[config.mk]
export PLATFORM = sky130hd
export DESIGN_NAME = fp_hz_table
export DESIGN_NICKNAME = d
export VERILOG_FILES = /design/src/rtl/fp_hz_pkg.sv /design/src/rtl/fp_hz_table.sv
export SDC_FILE = /design/constraint.sdc
export NUM_CORES = 1
export LEC_CHECK = 0
export ABC_AREA = 1
export BUFFER_PORTS_ARGS = -buffer_cell sky130_fd_sc_hd__buf_2
export CORE_UTILIZATION = 44
export CTS_BUF_LIST = sky130_fd_sc_hd__clkbuf_8
export DETAILED_ROUTE_END_ITERATION = 16
export PLACE_DENSITY = 0.81
export SKIP_CTS_REPAIR_TIMING = 1
export SLEW_MARGIN = 20
export SYNTH_ARGS = -nofsm -noshare
export SYNTH_HDL_FRONTEND = slang
export SYNTH_SLANG_ARGS = --single-unit
[constraint.sdc]
create_clock -name clk -period 0.81 [get_ports clk]
set_input_delay 0.081 -clock clk [delete_from_list [all_inputs] [get_ports clk]]
set_output_delay 0.081 -clock clk [all_outputs]
set_load 0.1 [all_outputs]
[src/rtl/fp_hz_pkg.sv]
package fp_hz_pkg;

    localparam int NUM_RES = 7;
    localparam int PAT_LEN = 8;
    localparam int OP_W    = 3;

    localparam int RB_UNPACK = 0;
    localparam int RB_SHIFT  = 1;
    localparam int RB_ADD    = 2;
    localparam int RB_ROUND  = 3;
    localparam int RB_EXC    = 4;
    localparam int RB_MUL1   = 5;
    localparam int RB_MUL2   = 6;

    typedef enum logic [OP_W-1:0] {
        OPC_ADDSUB = 3'd0,
        OPC_MUL    = 3'd1,
        OPC_CMP    = 3'd2,
        OPC_NEG    = 3'd3,
        OPC_ABS    = 3'd4
    } fp_opc_e;

    typedef logic [NUM_RES-1:0]              res_vec_t;
    typedef logic [PAT_LEN-1:0][NUM_RES-1:0] pat_t;

    typedef struct packed {
        logic known;
        pat_t pat;
    } op_desc_t;

    function automatic res_vec_t rbit(input int idx);
        res_vec_t v;
        v = '0;
        v[idx] = 1'b1;
        return v;
    endfunction

    function automatic op_desc_t decode_op(input logic [OP_W-1:0] code);
        op_desc_t d;
        d.known = 1'b1;
        d.pat   = '0;
        case (code)
            OPC_ADDSUB: begin
                d.pat[0] = rbit(RB_UNPACK);
                d.pat[1] = rbit(RB_SHIFT) | rbit(RB_ADD);
                d.pat[2] = rbit(RB_ADD)   | rbit(RB_ROUND);
                d.pat[3] = rbit(RB_ROUND) | rbit(RB_SHIFT);
            end
            OPC_MUL: begin
                d.pat[0] = rbit(RB_UNPACK);
                d.pat[1] = rbit(RB_EXC) | rbit(RB_MUL1);
                d.pat[2] = rbit(RB_MUL1);
                d.pat[3] = rbit(RB_MUL1);
                d.pat[4] = rbit(RB_MUL1);
                d.pat[5] = rbit(RB_MUL2);
                d.pat[6] = rbit(RB_MUL2) | rbit(RB_ADD);
                d.pat[7] = rbit(RB_ROUND);
            end
            OPC_CMP: begin
                d.pat[0] = rbit(RB_UNPACK);
                d.pat[1] = rbit(RB_ADD);
                d.pat[2] = rbit(RB_ROUND);
            end
            OPC_NEG, OPC_ABS: begin
                d.pat[0] = rbit(RB_UNPACK);
                d.pat[1] = rbit(RB_SHIFT);
            end
            default: d.known = 1'b0;
        endcase
        return d;
    endfunction

endpackage

[src/rtl/fp_hz_table.sv]
module fp_hz_table
    import fp_hz_pkg::*;
#(
    parameter int DEPTH = PAT_LEN
) (
    input  logic                          clk,
    input  logic                          rst,
    input  logic                          merge_en,
    input  pat_t                          merge_pat,
    output logic [DEPTH-1:0][NUM_RES-1:0] slots
);

    localparam int CW = $clog2(DEPTH + 1);

    logic [DEPTH-1:0][NUM_RES-1:0] slot_q;
    logic [DEPTH-1:0][NUM_RES-1:0] slot_d;

    for (genvar j = 0; j < DEPTH; j++) begin : g_row
        res_vec_t shifted;
        res_vec_t added;
        if (j + 1 < DEPTH) begin : g_sh
            assign shifted = slot_q[j+1];
        end else begin : g_top
            assign shifted = '0;
        end
        if (j < PAT_LEN) begin : g_add
            assign added = merge_en ? merge_pat[j] : '0;
        end else begin : g_noadd
            assign added = '0;
        end
        assign slot_d[j] = shifted | added;
    end

    always_ff @(posedge clk) begin
        if (rst) slot_q <= '0;
        else     slot_q <= slot_d;
    end

    assign slots = slot_q;

    // Cycles since the last merge, saturating at the table depth.
    logic [CW-1:0] quiet_cnt;
    always_ff @(posedge clk) begin
        if (rst || merge_en)                 quiet_cnt <= '0;
        else if (quiet_cnt != CW'(DEPTH))    quiet_cnt <= quiet_cnt + 1'b1;
    end

    // with no merge for a full table depth, every row has drained.
    a_r8_drain_empty: assert property (@(posedge clk) disable iff (rst)
        (quiet_cnt == CW'(DEPTH)) |-> (slot_q == '0));

endmodule

* Word level (Yosys, flattened, before mapping)
Cells that the tools add are included.
** Operators by class
- Bitwise logic cells :: 8
- Reduce and logical (&&, ||, !) cells :: 1
- Muxes and demuxes :: 7
** Operators with widths (number)
- 7-bit 2-to-1 mux :: 7
- 7-bit bitwise OR :: 7
- 2-bit OR reduction :: 1
- 1-bit NOT :: 1
** Storage, ports and cells
- Output and inout bits :: 56
- Register bits after elaboration :: 56
- Logic and storage cells :: 24
- Input bits :: 59

* Longest topological paths before layout
Gate-level depths: netlist of run 1.
- Depth in word-level cells :: 2
- Depth in mapped cells :: 5
- Gate-level depth less buffers :: 3

* Worst setup path before layout of run 1
OpenSTA, ideal clock, no wires.
- Path kind :: register to register
- Start point :: reg slot_q (netlist bit g_row[1].shifted[0])
- End point :: reg slot_q (netlist bit g_row[0].shifted[0])
- Buffers on the path :: 0
- Arrival time :: 1.115 ns
- Required time :: 0.749 ns
- Cell stages (with the launch flop) :: 3
- Setup slack :: -0.366 ns
- Clock period less this slack :: 1.176 ns
- Setup time :: 0.061 ns
- Cell sequence :: dfxtp_1 > nand2_1 > nand2_1
** On the way
- Longest elaborated chain between the ends :: 1
** RTL lines
- start, declared :: RTL line fp_hz_table.sv:15 : logic [DEPTH-1:0][NUM_RES-1:0] slot_q;
- start signal, assigned :: RTL line fp_hz_table.sv:36 : else slot_q <= slot_d;
- 7-bit bitwise OR :: RTL line fp_hz_table.sv:31 : assign slot_d[j] = shifted | added;
No other way between the ends.
A chain may end at the register's enable or synchronous reset.

* Worst setup path in the final report of run 1
- Start point :: reg slot_q (netlist bit g_row[0].shifted[0])
- End point :: out slots[7] (netlist bit)
** RTL lines
- end, declared :: RTL line fp_hz_table.sv:10 : output logic [DEPTH-1:0][NUM_RES-1:0] slots
No word-level cell between the ends.

==> results of run 1 <==
[cell type report]
| class | instances | area, um2 |
|---|---|---|
| Tap cell | 50 | 62.56 |
| Timing Repair Buffer | 125 | 1556 |
| Fill cell | 161 | 351.6 |
| Multi-Input combinational cell | 155 | 645.6 |
| Sequential cell | 56 | 1311 |
| Clock inverter | 1 | 3.754 |
| Inverter | 8 | 30.03 |
| Clock buffer | 7 | 96.34 |
[cells in the final DEF, fill, tap and decap left out, drive strengths merged]
cell type,synthesis,layout
buf,16,120
nand2,99,99
dfxtp,56,56
nand3,49,49
inv,8,9
nor2,7,7
clkbuf,0,7
dlygate4sd3,0,5
[power groups by stage]
stage	Combinational, mW	Clock, mW	Sequential, mW
global route	2.90	1.74	3.16
detailed placement	2.78	0	3.20
finish	2.81	1.62	3.14
CTS	2.78	1.62	3.14
global placement	2.73	0	3.18
floorplan	0.277	0	4.53
[path summary, 6_finish.rpt]
kind                             from             endpoint
setup / recovery  g_row[0].shifted[0]             slots[7]
hold / removal          merge_pat[15]  g_row[1].shifted[1]
setup reg to reg  g_row[5].shifted[1]  g_row[4].shifted[1]
hold reg to reg   g_row[3].shifted[2]  g_row[2].shifted[2]
[metal layers]
metal	global-route usage	share of wire	up-vias
met5	0	0	-
met4	0.08511	0.025	0
met3	0.07432	0.075	17
met2	0.5012	0.56	101
met1	0.2293	0.34	961
li1	-	-	968
[worst register-to-register path: stages, from the launching register on]
cell                      delay, ns
sky130_fd_sc_hd__dfxtp_4       0.37
sky130_fd_sc_hd__nand2_1       0.09
sky130_fd_sc_hd__nand2_1       0.08
[kinds of logic after synthesis]
family / synth area share
buf+inv: 0.06614
flops: 0.5926
simple gates: 0.3413
[cell usage after synthesis]
master and instances:
sky130_fd_sc_hd__nand3_1 49, sky130_fd_sc_hd__nand2_2 1, sky130_fd_sc_hd__nor2_1 7, sky130_fd_sc_hd__buf_6 2, sky130_fd_sc_hd__nand2_1 98, sky130_fd_sc_hd__buf_2 13
sky130_fd_sc_hd__inv_1 7, sky130_fd_sc_hd__buf_4 1, sky130_fd_sc_hd__dfxtp_1 56, sky130_fd_sc_hd__inv_2 1
[metrics by stage]
stage	setup WS [ns]	cell area, um2
after floorplan	-0.05515	2082
after global placement	0.008309	3556
after detailed placement	-0.04948	3556
after CTS	-0.1268	3656
after global routing	-0.1476	3706
final	-0.1211	3706
[flip-flops by register name, indices dropped and copies added (netlist names)]
name and count:
slots 7, g_row.shifted 49
==> report_table.html, run 1 <==
<table>
<tr><th>Metric</th><th>Value</th></tr>
<tr><th colspan="2">Outcome</th></tr>
<tr><td>Status</td><td>finished, violations left</td></tr>
<tr><td>Violations in the final reports</td><td>setup timing</td></tr>
<tr><th colspan="2">Floorplanning</th></tr>
<tr><td>Boundary Pins</td><td>approximately 120</td></tr>
<tr><td>Placement row count</td><td>23</td></tr>
<tr><td>Effective utilization at floorplan</td><td>0.4662</td></tr>
<tr><td>Total core area</td><td>approximately 0.004 mm2</td></tr>
<tr><td>Die width</td><td>about 68 um</td></tr>
<tr><td>Die Footprint</td><td>between 0.004 and 0.005 mm2</td></tr>
<tr><td>Die height</td><td>67.57 um</td></tr>
<tr><th colspan="2">Detailed routing</th></tr>
<tr><td>Total wirelength of the detailed-routed design</td><td>6382 um</td></tr>
<tr><td>Total iterations of the first detailed-routing run</td><td>4</td></tr>
<tr><td>Initial drt markers</td><td>roughly 140</td></tr>
<tr><td>Antenna viol nets, final</td><td>0</td></tr>
<tr><td>Vias</td><td>around 2000</td></tr>
<tr><td>Average routed wire per standard cell</td><td>around 16 um</td></tr>
<tr><td>Number of remaining DRC errors</td><td>0</td></tr>
<tr><td>Routed vias/inst</td><td>5.092</td></tr>
<tr><th colspan="2">STA</th></tr>
<tr><td>Relative slew slack</td><td>0.8528</td></tr>
<tr><td>Setup TNS</td><td>-5.816 ns</td></tr>
<tr><td>Part of the cycle the worst path needs</td><td>1.150</td></tr>
<tr><td>Number of endpoints failing setup at the final stage</td><td>56</td></tr>
<tr><td>Max frequency</td><td>approximately 1.1 GHz</td></tr>
<tr><td>Transition time at the pin with the least slew margin</td><td>between 0.2 and 0.25 ns</td></tr>
<tr><td>Final count of hold timing violations</td><td>0</td></tr>
<tr><td>Max-slew violation total from the final report</td><td>0</td></tr>
<tr><td>Worst-case hold slack</td><td>0.003288 ns</td></tr>
<tr><td>Final worst-path setup slack</td><td>-0.1211 ns</td></tr>
<tr><td>Setup skew after layout</td><td>around 0.0025 ns</td></tr>
<tr><td>Final period demand of the worst path</td><td>0.9311 ns</td></tr>
<tr><td>RSZ-0062 raised after global routing</td><td>true</td></tr>
<tr><th colspan="2">Placement</th></tr>
<tr><td>Placed cell count</td><td>389</td></tr>
<tr><td>DPL Wire Length</td><td>around 4400 um</td></tr>
<tr><td>Final estimated routing congestion in global placement</td><td>~0.7</td></tr>
<tr><td>Number of buffer cells added on primary ports</td><td>roughly 110</td></tr>
<tr><th colspan="2">Clocking</th></tr>
<tr><td>Clock insertion delay at the later pin of the skew report</td><td>approximately 0.29 ns</td></tr>
<tr><td>CTS clk-pin slew, worst paths</td><td>approximately 0.09 ns</td></tr>
<tr><td>Clock root buffer</td><td>sky130_fd_sc_hd__clkbuf_8</td></tr>
<tr><td># H-tree levels</td><td>2</td></tr>
<tr><td>Sinks on the clock net</td><td>56</td></tr>
<tr><td>Buffer levels on the longest clock path</td><td>2</td></tr>
<tr><td>Number of clock buffers inserted by TritonCTS</td><td>5</td></tr>
<tr><td>Clock tree from TritonCTS</td><td>built</td></tr>
<tr><th colspan="2">Critical path</th></tr>
<tr><td>Path depth of the worst reg2reg path</td><td>2</td></tr>
<tr><td>Crit path depth</td><td>1</td></tr>
<tr><td>CP Launch Type</td><td>flop</td></tr>
<tr><td>Top delay family on crit path</td><td>flip-flops</td></tr>
<tr><td>Ordered list of cells on the worst path</td><td>buf_12</td></tr>
<tr><td>Worst EP arrival</td><td>0.85 ns</td></tr>
<tr><td>Number of buffer and inverter instances along the worst setup path</td><td>1</td></tr>
<tr><td>Type of destination of the critical path</td><td>primary output</td></tr>
<tr><td>Max FO, Critical Path</td><td>2</td></tr>
<tr><td>Register-to-register path setup slack</td><td>between 0.15 and 0.2 ns</td></tr>
<tr><td>Req. time, crit path</td><td>0.73 ns</td></tr>
<tr><td>Critical path's largest stage delay</td><td>~0.38 ns</td></tr>
<tr><td>Type of the worst setup path</td><td>flop to primary output</td></tr>
<tr><td>Slowest-stage cell, CP</td><td>sky130_fd_sc_hd__dfxtp_4</td></tr>
<tr><th colspan="2">Layout</th></tr>
<tr><td>Final core occ</td><td>0.9134</td></tr>
<tr><td>Number of diodes</td><td>0</td></tr>
<tr><td>Total number of nets in the final design</td><td>410</td></tr>
<tr><td>Fraction of final layout cells sized beyond drive strength 1</td><td>0.5256</td></tr>
<tr><td>Final instance count without filler cells</td><td>roughly 400</td></tr>
<tr><td>Post-synthesis to final-layout area growth</td><td>95.90%</td></tr>
<tr><th colspan="2">Power</th></tr>
<tr><td>Largest vdd supply drop</td><td>approximately 1.8 mV</td></tr>
<tr><td>Switching share of power</td><td>0.3808</td></tr>
<tr><td>Flop pwr share</td><td>0.415</td></tr>
<tr><td>Switching component of the power</td><td>just under 3 mW</td></tr>
<tr><td>Total leakage power</td><td>1.796 nW</td></tr>
<tr><td>Internal power consumption</td><td>about 4.7 mW</td></tr>
<tr><td>Logic pwr share</td><td>0.372</td></tr>
<tr><td>Clock group share of total power</td><td>0.214</td></tr>
<tr><td>Power density of the placed cells</td><td>a little over 2000 mW/mm2</td></tr>
<tr><td>Total chip power</td><td>~7.6 mW</td></tr>
<tr><th colspan="2">Logic synthesis</th></tr>
<tr><td>Post-synth design cell area</td><td>0.001892 mm2</td></tr>
<tr><td>Top post-synthesis cells by area</td><td>sky130_fd_sc_hd__dfxtp_1 (59%), sky130_fd_sc_hd__nand2_1 (19%), sky130_fd_sc_hd__nand3_1 (13%), sky130_fd_sc_hd__buf_2 (3.4%), sky130_fd_sc_hd__inv_1 (1.4%)</td></tr>
<tr><td>Synthesized flop and latch total</td><td>56</td></tr>
<tr><td>Average cell area after synthesis</td><td>roughly 8.1 um2</td></tr>
<tr><td>Count of mapped cells out of synthesis</td><td>235</td></tr>
<tr><td>Library cells used by synthesis</td><td>10</td></tr>
<tr><td>YS warnings</td><td>0</td></tr>
<tr><td>Post-Synthesis Net Count</td><td>between 200 and 300</td></tr>
<tr><td>Sequential share of the synthesized area</td><td>0.5926</td></tr>
<tr><td>Top-area cell type share of the netlist area</td><td>0.5926</td></tr>
<tr><td>Library cell occupying the most area in the post-synthesis netlist</td><td>sky130_fd_sc_hd__dfxtp_1</td></tr>
<tr><th colspan="2">GRT</th></tr>
<tr><td>Pin count of the biggest net entering global routing</td><td>between 40 and 50</td></tr>
<tr><td>First-pass GRT wire length</td><td>roughly 8300 um</td></tr>
<tr><td>Vias in the first global route</td><td>a little under 2000</td></tr>
<tr><td>Initial antenna violation count</td><td>0</td></tr>
<tr><td>Total GRT Usage</td><td>0.2489</td></tr>
<tr><td>Sum of overflow across all layers after global routing</td><td>0</td></tr>
<tr><th colspan="2">Min path</th></tr>
<tr><td>Kind of path behind the tightest hold check</td><td>primary input to flop</td></tr>
<tr><td>Depth of the worst hold-timing path</td><td>3</td></tr>
<tr><th colspan="2">Run</th></tr>
<tr><td>Max-capacitance violation count</td><td>0</td></tr>
</table>
Note: power is estimated with default switching activity, not from simulation.
==> run 2, diff against run 1 <==
--- a/config.mk
+++ b/config.mk
@@ -10,7 +10,7 @@
 export CORE_UTILIZATION = 44
 export CTS_BUF_LIST = sky130_fd_sc_hd__clkbuf_8
 export DETAILED_ROUTE_END_ITERATION = 16
-export PLACE_DENSITY = 0.81
+export PLACE_DENSITY = 0.86
 export SKIP_CTS_REPAIR_TIMING = 1
 export SLEW_MARGIN = 20
 export SYNTH_ARGS = -nofsm -noshare
==> run 2 against run 1 <==
  * The run ends with hold timing, setup timing left
  * Clock skew is 0.0052 ns higher
  * Design area grew 1.3%
  * Register-to-register slack got worse by 0.08 ns
  * Utilization rose by 1.2 points
  * Power down 0.16%
  * Sequential power is essentially flat
  * Critical endpoint is now slots[50]
==> report_table.html, run 2 (same netlist as run 1, synthesis figures left out) <==
<table>
<tr><th>Metric</th><th>Value</th></tr>
<tr><th colspan="2">Outcome</th></tr>
<tr><td>Status</td><td>finished, violations left</td></tr>
<tr><td>Violations in the final reports</td><td>hold timing, setup timing</td></tr>
<tr><th colspan="2">Placement</th></tr>
<tr><td>Number of buffer cells added on primary ports</td><td>114 (unchanged)</td></tr>
<tr><td>Setup slack after placement</td><td>0.02382 ns (+0.07331 ns)</td></tr>
<tr><td>Final estimated routing congestion in global placement</td><td>0.7338 (+3.1%)</td></tr>
<tr><td>DPL Wire Length</td><td>4484 um (+2.3%)</td></tr>
<tr><th colspan="2">GRT</th></tr>
<tr><td>First-pass GRT wire length</td><td>8652 um (+4.0%)</td></tr>
<tr><td>Vias in the first global route</td><td>1944 (+0.99%)</td></tr>
<tr><td>Met1 usage</td><td>0.2354 (+0.006164)</td></tr>
<tr><td>Met3 usage in global routing</td><td>0.1014 (+0.02703)</td></tr>
<tr><td>Grt peak-use layer</td><td>met2</td></tr>
<tr><td>Initial antenna violation count</td><td>0 (unchanged)</td></tr>
<tr><td>Sum of overflow across all layers after global routing</td><td>0 (unchanged)</td></tr>
<tr><td>Pin count of the biggest net entering global routing</td><td>48 (+2.1%)</td></tr>
<tr><td>Global routing met2 resource utilization</td><td>0.5260 (+0.02475)</td></tr>
<tr><td>Total GRT Usage</td><td>0.2635 (+0.01456)</td></tr>
<tr><th colspan="2">Clocking</th></tr>
<tr><td>Clock insertion delay at the later pin of the skew report</td><td>0.31 ns (+0.02 ns)</td></tr>
<tr><td># H-tree levels</td><td>2 (unchanged)</td></tr>
<tr><td>Clock root buffer</td><td>sky130_fd_sc_hd__clkbuf_8</td></tr>
<tr><td>Buffer levels on the longest clock path</td><td>2 (unchanged)</td></tr>
<tr><td>Sinks on the clock net</td><td>56 (unchanged)</td></tr>
<tr><td>Clock tree from TritonCTS</td><td>built</td></tr>
<tr><td>Number of clock buffers inserted by TritonCTS</td><td>5 (unchanged)</td></tr>
<tr><td>CTS clk-pin slew, worst paths</td><td>0.10 ns (about the same)</td></tr>
<tr><th colspan="2">Power</th></tr>
<tr><td>Logic pwr share</td><td>0.377 (+0.005)</td></tr>
<tr><td>Clock group share of total power</td><td>0.208 (-0.006)</td></tr>
<tr><td>Largest vdd supply drop</td><td>1.503 mV (-19%)</td></tr>
<tr><td>Total leakage power</td><td>1.817 nW (+1.2%)</td></tr>
<tr><td>Switching component of the power</td><td>2.933 mW (+1.8%)</td></tr>
<tr><td>Internal power consumption</td><td>4.625 mW (-1.3%)</td></tr>
<tr><td>Power density of the placed cells</td><td>2013 mW/mm2 (-1.5%)</td></tr>
<tr><td>Switching share of power</td><td>0.3881 (+0.007310)</td></tr>
<tr><td>Flop pwr share</td><td>0.415 (about the same)</td></tr>
<tr><th colspan="2">Critical path</th></tr>
<tr><td>CP Launch Type</td><td>flop</td></tr>
<tr><td>Number of buffer and inverter instances along the worst setup path</td><td>1 (unchanged)</td></tr>
<tr><td>Slowest-stage cell, CP</td><td>sky130_fd_sc_hd__dfxtp_4</td></tr>
<tr><td>Type of the worst setup path</td><td>flop to primary output</td></tr>
<tr><td>Worst EP arrival</td><td>0.86 ns (about the same)</td></tr>
<tr><td>Max FO, Critical Path</td><td>2 (unchanged)</td></tr>
<tr><td>Ordered list of cells on the worst path</td><td>buf_12</td></tr>
<tr><td>Top delay family on crit path</td><td>flip-flops</td></tr>
<tr><td>Critical path's largest stage delay</td><td>0.38 ns (about the same)</td></tr>
<tr><td>Type of destination of the critical path</td><td>primary output</td></tr>
<tr><td>Req. time, crit path</td><td>0.73 ns (about the same)</td></tr>
<tr><th colspan="2">Detailed routing</th></tr>
<tr><td>Initial drt markers</td><td>71 (-50%)</td></tr>
<tr><td>Number of remaining DRC errors</td><td>0 (unchanged)</td></tr>
<tr><td>Average routed wire per standard cell</td><td>16.44 um (+3.5%)</td></tr>
<tr><td>Total iterations of the first detailed-routing run</td><td>5 (+1)</td></tr>
<tr><td>Total wirelength of the detailed-routed design</td><td>6706 um (+5.1%)</td></tr>
<tr><td>Antenna viol nets, final</td><td>0 (unchanged)</td></tr>
<tr><td>Vias</td><td>2059 (+0.59%)</td></tr>
<tr><td>Routed vias/inst</td><td>5.047 (-0.89%)</td></tr>
<tr><th colspan="2">Layout</th></tr>
<tr><td>Max reg flops</td><td>49 (unchanged)</td></tr>
<tr><td>Leading cell types in the layout, fill and taps excluded</td><td>sky130_fd_sc_hd__nand2_1 (98), sky130_fd_sc_hd__buf_12 (60), sky130_fd_sc_hd__buf_2 (58)</td></tr>
<tr><td>Final core occ</td><td>0.9254 (+0.01203)</td></tr>
<tr><td>Post-synthesis to final-layout area growth</td><td>98.48%</td></tr>
<tr><td>Number of diodes</td><td>0 (unchanged)</td></tr>
<tr><td>Commonest non-fill, non-tap cell in the layout</td><td>sky130_fd_sc_hd__nand2_1</td></tr>
<tr><td>Fraction of final layout cells sized beyond drive strength 1</td><td>0.5251 (about the same)</td></tr>
<tr><td>Total number of nets in the final design</td><td>416 (+1.5%)</td></tr>
<tr><th colspan="2">Floorplanning</th></tr>
<tr><td>Placement row count</td><td>23 (unchanged)</td></tr>
<tr><td>Total core area</td><td>0.004058 mm2 (unchanged)</td></tr>
<tr><td>Die Footprint</td><td>0.004566 mm2 (unchanged)</td></tr>
<tr><td>Boundary Pins</td><td>115 (unchanged)</td></tr>
<tr><td>Die height</td><td>67.57 um (unchanged)</td></tr>
<tr><td>Effective utilization at floorplan</td><td>0.4662 (unchanged)</td></tr>
<tr><td>Die width</td><td>67.57 um (unchanged)</td></tr>
<tr><th colspan="2">STA</th></tr>
<tr><td>Number of endpoints failing setup at the final stage</td><td>56 (unchanged)</td></tr>
<tr><td>Transition time at the pin with the least slew margin</td><td>0.1828 ns (-0.03768 ns)</td></tr>
<tr><td>RSZ-0062 raised after global routing</td><td>true</td></tr>
<tr><td>Relative slew slack</td><td>0.8782 (+0.02534)</td></tr>
<tr><td>Final worst-path setup slack</td><td>-0.1311 ns (-0.009961 ns)</td></tr>
<tr><td>Final period demand of the worst path</td><td>0.9411 ns (+0.009961 ns)</td></tr>
<tr><td>Max-slew violation total from the final report</td><td>0 (unchanged)</td></tr>
<tr><td>Setup skew after layout</td><td>0.007647 ns (+0.005153 ns)</td></tr>
<tr><td>Max frequency</td><td>1.063 GHz (-1.1%)</td></tr>
<tr><td>Final count of hold timing violations</td><td>2 (+2)</td></tr>
<tr><td>Part of the cycle the worst path needs</td><td>1.162 (+0.01230)</td></tr>
<tr><td>Worst-case hold slack</td><td>-0.001521 ns (-0.004809 ns)</td></tr>
<tr><th colspan="2">Min path</th></tr>
<tr><td>Kind of path behind the tightest hold check</td><td>primary input to flop</td></tr>
<tr><th colspan="2">Run</th></tr>
<tr><td>Max-capacitance violation count</td><td>0 (unchanged)</td></tr>
</table>
[run 2: cell types whose count changed in the layout (fill, tap and decap cells not counted), sizes merged]
cell         delta
clkinvlp        +1
clkbuf          -1
dlygate4sd3     +3
buf             +3
[run 2: area by class of cell]
class	count	area (um2)
clock inverter	2	11.26
sequential	56	1314
timing repair buffer	131	1609
multi-input combinational	155	645.6
fill	141	302.8
inverter	8	30.03
tap	50	62.56
clock buffer	6	82.58
[run 2: metrics by stage]
step / hold WS (ns) / TNS (ns) / cell area [um2] / power, mW / std cells
final: -0.001521 / -6.286 / 3755 / 7.558 / 408
after global routing: 0.006208 / -7.759 / 3755 / 7.798 / 408
after CTS: -0.03554 / -6.568 / 3642 / 7.497 / 396
after detailed placement: 0.2917 / 0 / 3548 / 5.982 / 388
after global placement: 0.2858 / 0 / 3548 / 5.917 / 388
after floorplan: 0.1835 / -0.05515 / 2082 / 4.807 / 235
[run 2: metal layers]
| layer | wire length (um) | share of wire |
|---|---|---|
| met1 | 2148 | 0.32 |
| met2 | 3732 | 0.56 |
| met3 | 692 | 0.10 |
| met4 | 133 | 0.020 |
| met5 | 0 | 0 |
[run 2: tightest hold or removal path, cell delays in order]
cell and delay, ns:
sky130_fd_sc_hd__buf_2 0.07, sky130_fd_sc_hd__nand3_1 0.06, sky130_fd_sc_hd__nand2_1 0.05
[run 2: power by group through the flow]
| stage | clock network [mW] | registers [mW] | logic [mW] |
|---|---|---|---|
| global placement | 0 | 3.18 | 2.73 |
| CTS | 1.57 | 3.14 | 2.78 |
| floorplan | 0 | 4.53 | 0.277 |
| finish | 1.57 | 3.14 | 2.85 |
| global route | 1.70 | 3.16 | 2.93 |
| detailed placement | 0 | 3.20 | 2.78 |
[run 2: path summary, 6_finish.rpt]
| path | start | cells after the start | endpoint | slack [ns] |
|---|---|---|---|---|
| max | g_row[6].shifted[1] | 1 | slots[50] | -0.13 |
| min | merge_pat[25] | 3 | g_row[2].shifted[4] | -0.002 |
| min reg2reg | g_row[1].shifted[6] | 2 | g_row[0].shifted[6] | 0.49 |
| max reg2reg | g_row[5].shifted[2] | 3 | g_row[4].shifted[2] | 0.09 |
==> run 3, diff against run 2 <==
--- a/config.mk
+++ b/config.mk
@@ -11,7 +11,6 @@
 export CTS_BUF_LIST = sky130_fd_sc_hd__clkbuf_8
 export DETAILED_ROUTE_END_ITERATION = 16
 export PLACE_DENSITY = 0.86
-export SKIP_CTS_REPAIR_TIMING = 1
 export SLEW_MARGIN = 20
 export SYNTH_ARGS = -nofsm -noshare
 export SYNTH_HDL_FRONTEND = slang
==> run 3 against run 2 <==
  * The flow still finishes with violations (hold timing, setup timing)
  * Global-route usage grew 9.7 points
  * Register-to-register slack got worse by 0.13 ns
  * Power rose by 4.4%
  * Largest power group unchanged
  * Sequential cell count stayed put
  * Clock-buffer cell count stayed put
  * Maximum frequency is 2.3% lower
  * Clock skew about the same
  * Sequential power up 1%
  * Routed wire length up 63%
==> report_table.html, run 3 (same netlist as run 1, synthesis figures left out) <==
<table>
<tr><th>Metric</th><th>Value</th></tr>
<tr><th colspan="2">Outcome</th></tr>
<tr><td>Status</td><td>finished, violations left</td></tr>
<tr><td>Violations in the final reports</td><td>hold timing, setup timing</td></tr>
<tr><th colspan="2">Critical path</th></tr>
<tr><td>Type of the worst setup path</td><td>flop to primary output</td></tr>
<tr><td>Req. time, crit path</td><td>0.73 ns (about the same)</td></tr>
<tr><td>Start of the worst register-to-register path</td><td>g_row[2].shifted[1]</td></tr>
<tr><td>Max FO, Critical Path</td><td>2 (unchanged)</td></tr>
<tr><td>Crit path depth</td><td>1 (unchanged)</td></tr>
<tr><td>Top delay family on crit path</td><td>flip-flops</td></tr>
<tr><td>Path depth of the worst reg2reg path</td><td>4 (+1)</td></tr>
<tr><td>Capturing point of the worst reg2reg path</td><td>g_row[1].shifted[1]</td></tr>
<tr><td>Critical path's largest stage delay</td><td>0.40 ns (+0.02 ns)</td></tr>
<tr><td>Type of destination of the critical path</td><td>primary output</td></tr>
<tr><td>Register-to-register path setup slack</td><td>-0.04 ns (-0.13 ns)</td></tr>
<tr><td>Worst setup startpoint</td><td>g_row[0].shifted[3]</td></tr>
<tr><td>Number of buffer and inverter instances along the worst setup path</td><td>1 (unchanged)</td></tr>
<tr><td>Ordered list of cells on the worst path</td><td>buf_12</td></tr>
<tr><td>CP Launch Type</td><td>flop</td></tr>
<tr><td>Slowest-stage cell, CP</td><td>sky130_fd_sc_hd__dfxtp_4</td></tr>
<tr><td>Worst EP arrival</td><td>0.88 ns (+0.02 ns)</td></tr>
<tr><th colspan="2">Floorplanning</th></tr>
<tr><td>Die height</td><td>67.57 um (unchanged)</td></tr>
<tr><td>Placement row count</td><td>23 (unchanged)</td></tr>
<tr><td>Boundary Pins</td><td>115 (unchanged)</td></tr>
<tr><td>Die Footprint</td><td>0.004566 mm2 (unchanged)</td></tr>
<tr><td>Total core area</td><td>0.004058 mm2 (unchanged)</td></tr>
<tr><td>Die width</td><td>67.57 um (unchanged)</td></tr>
<tr><td>Effective utilization at floorplan</td><td>0.4662 (unchanged)</td></tr>
<tr><th colspan="2">GRT</th></tr>
<tr><td>First-pass GRT wire length</td><td>11500 um (+33%)</td></tr>
<tr><td>Initial antenna violation count</td><td>2 (+2)</td></tr>
<tr><td>Total GRT Usage</td><td>0.3601 (+0.09659)</td></tr>
<tr><td>Sum of overflow across all layers after global routing</td><td>0 (unchanged)</td></tr>
<tr><td>Pin count of the biggest net entering global routing</td><td>48 (unchanged)</td></tr>
<tr><td>Vias in the first global route</td><td>2383 (+23%)</td></tr>
<tr><th colspan="2">Clocking</th></tr>
<tr><td>Number of clock buffers inserted by TritonCTS</td><td>5 (unchanged)</td></tr>
<tr><td>Sinks on the clock net</td><td>56 (unchanged)</td></tr>
<tr><td>Clock insertion delay at the later pin of the skew report</td><td>0.31 ns (about the same)</td></tr>
<tr><td>Clock root buffer</td><td>sky130_fd_sc_hd__clkbuf_8</td></tr>
<tr><td>Buffer levels on the longest clock path</td><td>2 (unchanged)</td></tr>
<tr><td># H-tree levels</td><td>2 (unchanged)</td></tr>
<tr><td>Clock tree from TritonCTS</td><td>built</td></tr>
<tr><td>CTS clk-pin slew, worst paths</td><td>0.11 ns (about the same)</td></tr>
<tr><th colspan="2">STA</th></tr>
<tr><td>RSZ-0062 raised after global routing</td><td>true</td></tr>
<tr><td>Relative slew slack</td><td>0.8153 (-0.06285)</td></tr>
<tr><td>Part of the cycle the worst path needs</td><td>1.189 (+0.02697)</td></tr>
<tr><td>Max-slew violation total from the final report</td><td>0 (unchanged)</td></tr>
<tr><td>Worst-case hold slack</td><td>-0.005976 ns (-0.004455 ns)</td></tr>
<tr><td>Final worst-path setup slack</td><td>-0.1529 ns (-0.02185 ns)</td></tr>
<tr><td>Number of endpoints failing setup at the final stage</td><td>59 (+5.4%)</td></tr>
<tr><td>Setup TNS</td><td>-7.447 ns (-1.161 ns)</td></tr>
<tr><td>Setup skew after layout</td><td>0.007585 ns (-0.00006201 ns)</td></tr>
<tr><td>Transition time at the pin with the least slew margin</td><td>0.2763 ns (+0.09350 ns)</td></tr>
<tr><td>Max frequency</td><td>1.038 GHz (-2.3%)</td></tr>
<tr><td>Final period demand of the worst path</td><td>0.9629 ns (+0.02185 ns)</td></tr>
<tr><td>Final count of hold timing violations</td><td>2 (unchanged)</td></tr>
<tr><th colspan="2">Detailed routing</th></tr>
<tr><td>Routed length on met2</td><td>5114 um (+37%)</td></tr>
<tr><td>Total iterations of the first detailed-routing run</td><td>8 (+3)</td></tr>
<tr><td>Antenna viol nets, final</td><td>0 (unchanged)</td></tr>
<tr><td>Post-Route M1 WL</td><td>3337 um (+55%)</td></tr>
<tr><td>Vias</td><td>2579 (+25%)</td></tr>
<tr><td>Initial drt markers</td><td>333 (+370%)</td></tr>
<tr><td>Total wirelength of the detailed-routed design</td><td>10950 um (+63%)</td></tr>
<tr><td>Met3 routed WL</td><td>1402 um (+100%)</td></tr>
<tr><td>Routed vias/inst</td><td>6.040 (+20%)</td></tr>
<tr><td>Average routed wire per standard cell</td><td>25.65 um (+56%)</td></tr>
<tr><td>Top Metal Used</td><td>met4</td></tr>
<tr><td>Number of remaining DRC errors</td><td>0 (unchanged)</td></tr>
<tr><th colspan="2">Min path</th></tr>
<tr><td>Endpoint of the worst hold-timing path</td><td>g_row[4].shifted[6]</td></tr>
<tr><td>Depth of the worst hold-timing path</td><td>3 (unchanged)</td></tr>
<tr><td>Hold Startpoint</td><td>merge_pat[41]</td></tr>
<tr><td>Kind of path behind the tightest hold check</td><td>primary input to flop</td></tr>
<tr><th colspan="2">Placement</th></tr>
<tr><td>Placed standard-cell area</td><td>0.003548 mm2 (unchanged)</td></tr>
<tr><td>Number of buffer cells added on primary ports</td><td>114 (unchanged)</td></tr>
<tr><td>DPL Wire Length</td><td>4484 um (unchanged)</td></tr>
<tr><td>Placed cell count</td><td>388 (unchanged)</td></tr>
<tr><td>Final estimated routing congestion in global placement</td><td>0.7338 (unchanged)</td></tr>
<tr><th colspan="2">Power</th></tr>
<tr><td>Power density of the placed cells</td><td>2015 mW/mm2 (about the same)</td></tr>
<tr><td>Total chip power</td><td>7.890 mW (+4.4%)</td></tr>
<tr><td>Total leakage power</td><td>1.891 nW (+4.0%)</td></tr>
<tr><td>Largest vdd supply drop</td><td>1.692 mV (+13%)</td></tr>
<tr><th colspan="2">Layout</th></tr>
<tr><td>Post-synthesis to final-layout area growth</td><td>107.0%</td></tr>
<tr><td>Final core occ</td><td>0.9652 (+0.03978)</td></tr>
<tr><td>Post-layout instance area</td><td>0.003916 mm2 (+4.3%)</td></tr>
<tr><td>Max reg flops</td><td>49 (unchanged)</td></tr>
<tr><td>Commonest non-fill, non-tap cell in the layout</td><td>sky130_fd_sc_hd__nand2_1</td></tr>
<tr><td>Leading cell types in the layout, fill and taps excluded</td><td>sky130_fd_sc_hd__nand2_1 (97), sky130_fd_sc_hd__buf_12 (60), sky130_fd_sc_hd__buf_2 (58)</td></tr>
<tr><td>Total number of nets in the final design</td><td>432 (+3.8%)</td></tr>
<tr><td>Fraction of final layout cells sized beyond drive strength 1</td><td>0.5187 (-0.006423)</td></tr>
<tr><td>Final instance count without filler cells</td><td>427 (+4.7%)</td></tr>
<tr><th colspan="2">Run</th></tr>
<tr><td>Max-capacitance violation count</td><td>0 (unchanged)</td></tr>
</table>
## run 3: cell types whose count changed in the layout (fill, tap and decap cells not counted)
cell	change
sky130_fd_sc_hd__dlygate4sd3_1	+11
sky130_fd_sc_hd__diode_2	+3
sky130_fd_sc_hd__nand2_1	-1
sky130_fd_sc_hd__nand2_2	+1
sky130_fd_sc_hd__buf_6	+1
sky130_fd_sc_hd__buf_4	+4
## run 3: area by class of cell
type | count | area (um2)
diodes | 3 | 7.507
clock buffers | 6 | 82.58
clock inverters | 2 | 11.26
fillers | 74 | 141.4
inverters | 8 | 30.03
multi-input cells | 155 | 648.1
flip-flops and latches | 56 | 1314
well taps | 50 | 62.56
repair buffers | 147 | 1760
## run 3: worst max-delay path by stage
stage | to | slack, ns
finish | slots[10] | -0.15
global route | slots[10] | -0.18
CTS | slots[28] | -0.13
detailed placement | slots[0] | 0.02
global placement | g_row[1].shifted[3] | 0.06
floorplan | g_row[0].shifted[0] | -0.06
## run 3: through the flow
stage | setup WS (ns) | hold slack, ns
floorplan | -0.05515 | 0.1835
global placement | 0.06410 | 0.2858
detailed placement | 0.02382 | 0.2917
CTS | -0.1305 | 0.001023
global route | -0.1846 | 0.01615
finish | -0.1529 | -0.005976
## run 3: repair_timing
item,CTS,global route
hold buffers,18,1
setup buffers,6,3
resized for setup,1,2
setup endpoints to repair,56,56
pin swaps,0,1
endpoints found under the hold margin,18,1
## run 3: power by group
part           switching [mW]  internal (mW)  total, mW
Clock                   0.972          0.687       1.66
Sequential              0.253           2.93       3.18
Combinational            1.98           1.07       3.05
Total                    3.20           4.69       7.89
## run 3: metal layers
layer	up-vias	global-route usage
met5	-	0
met4	0	0.1915
met3	102	0.1267
met2	275	0.6894
met1	1184	0.3229
li1	1018	-
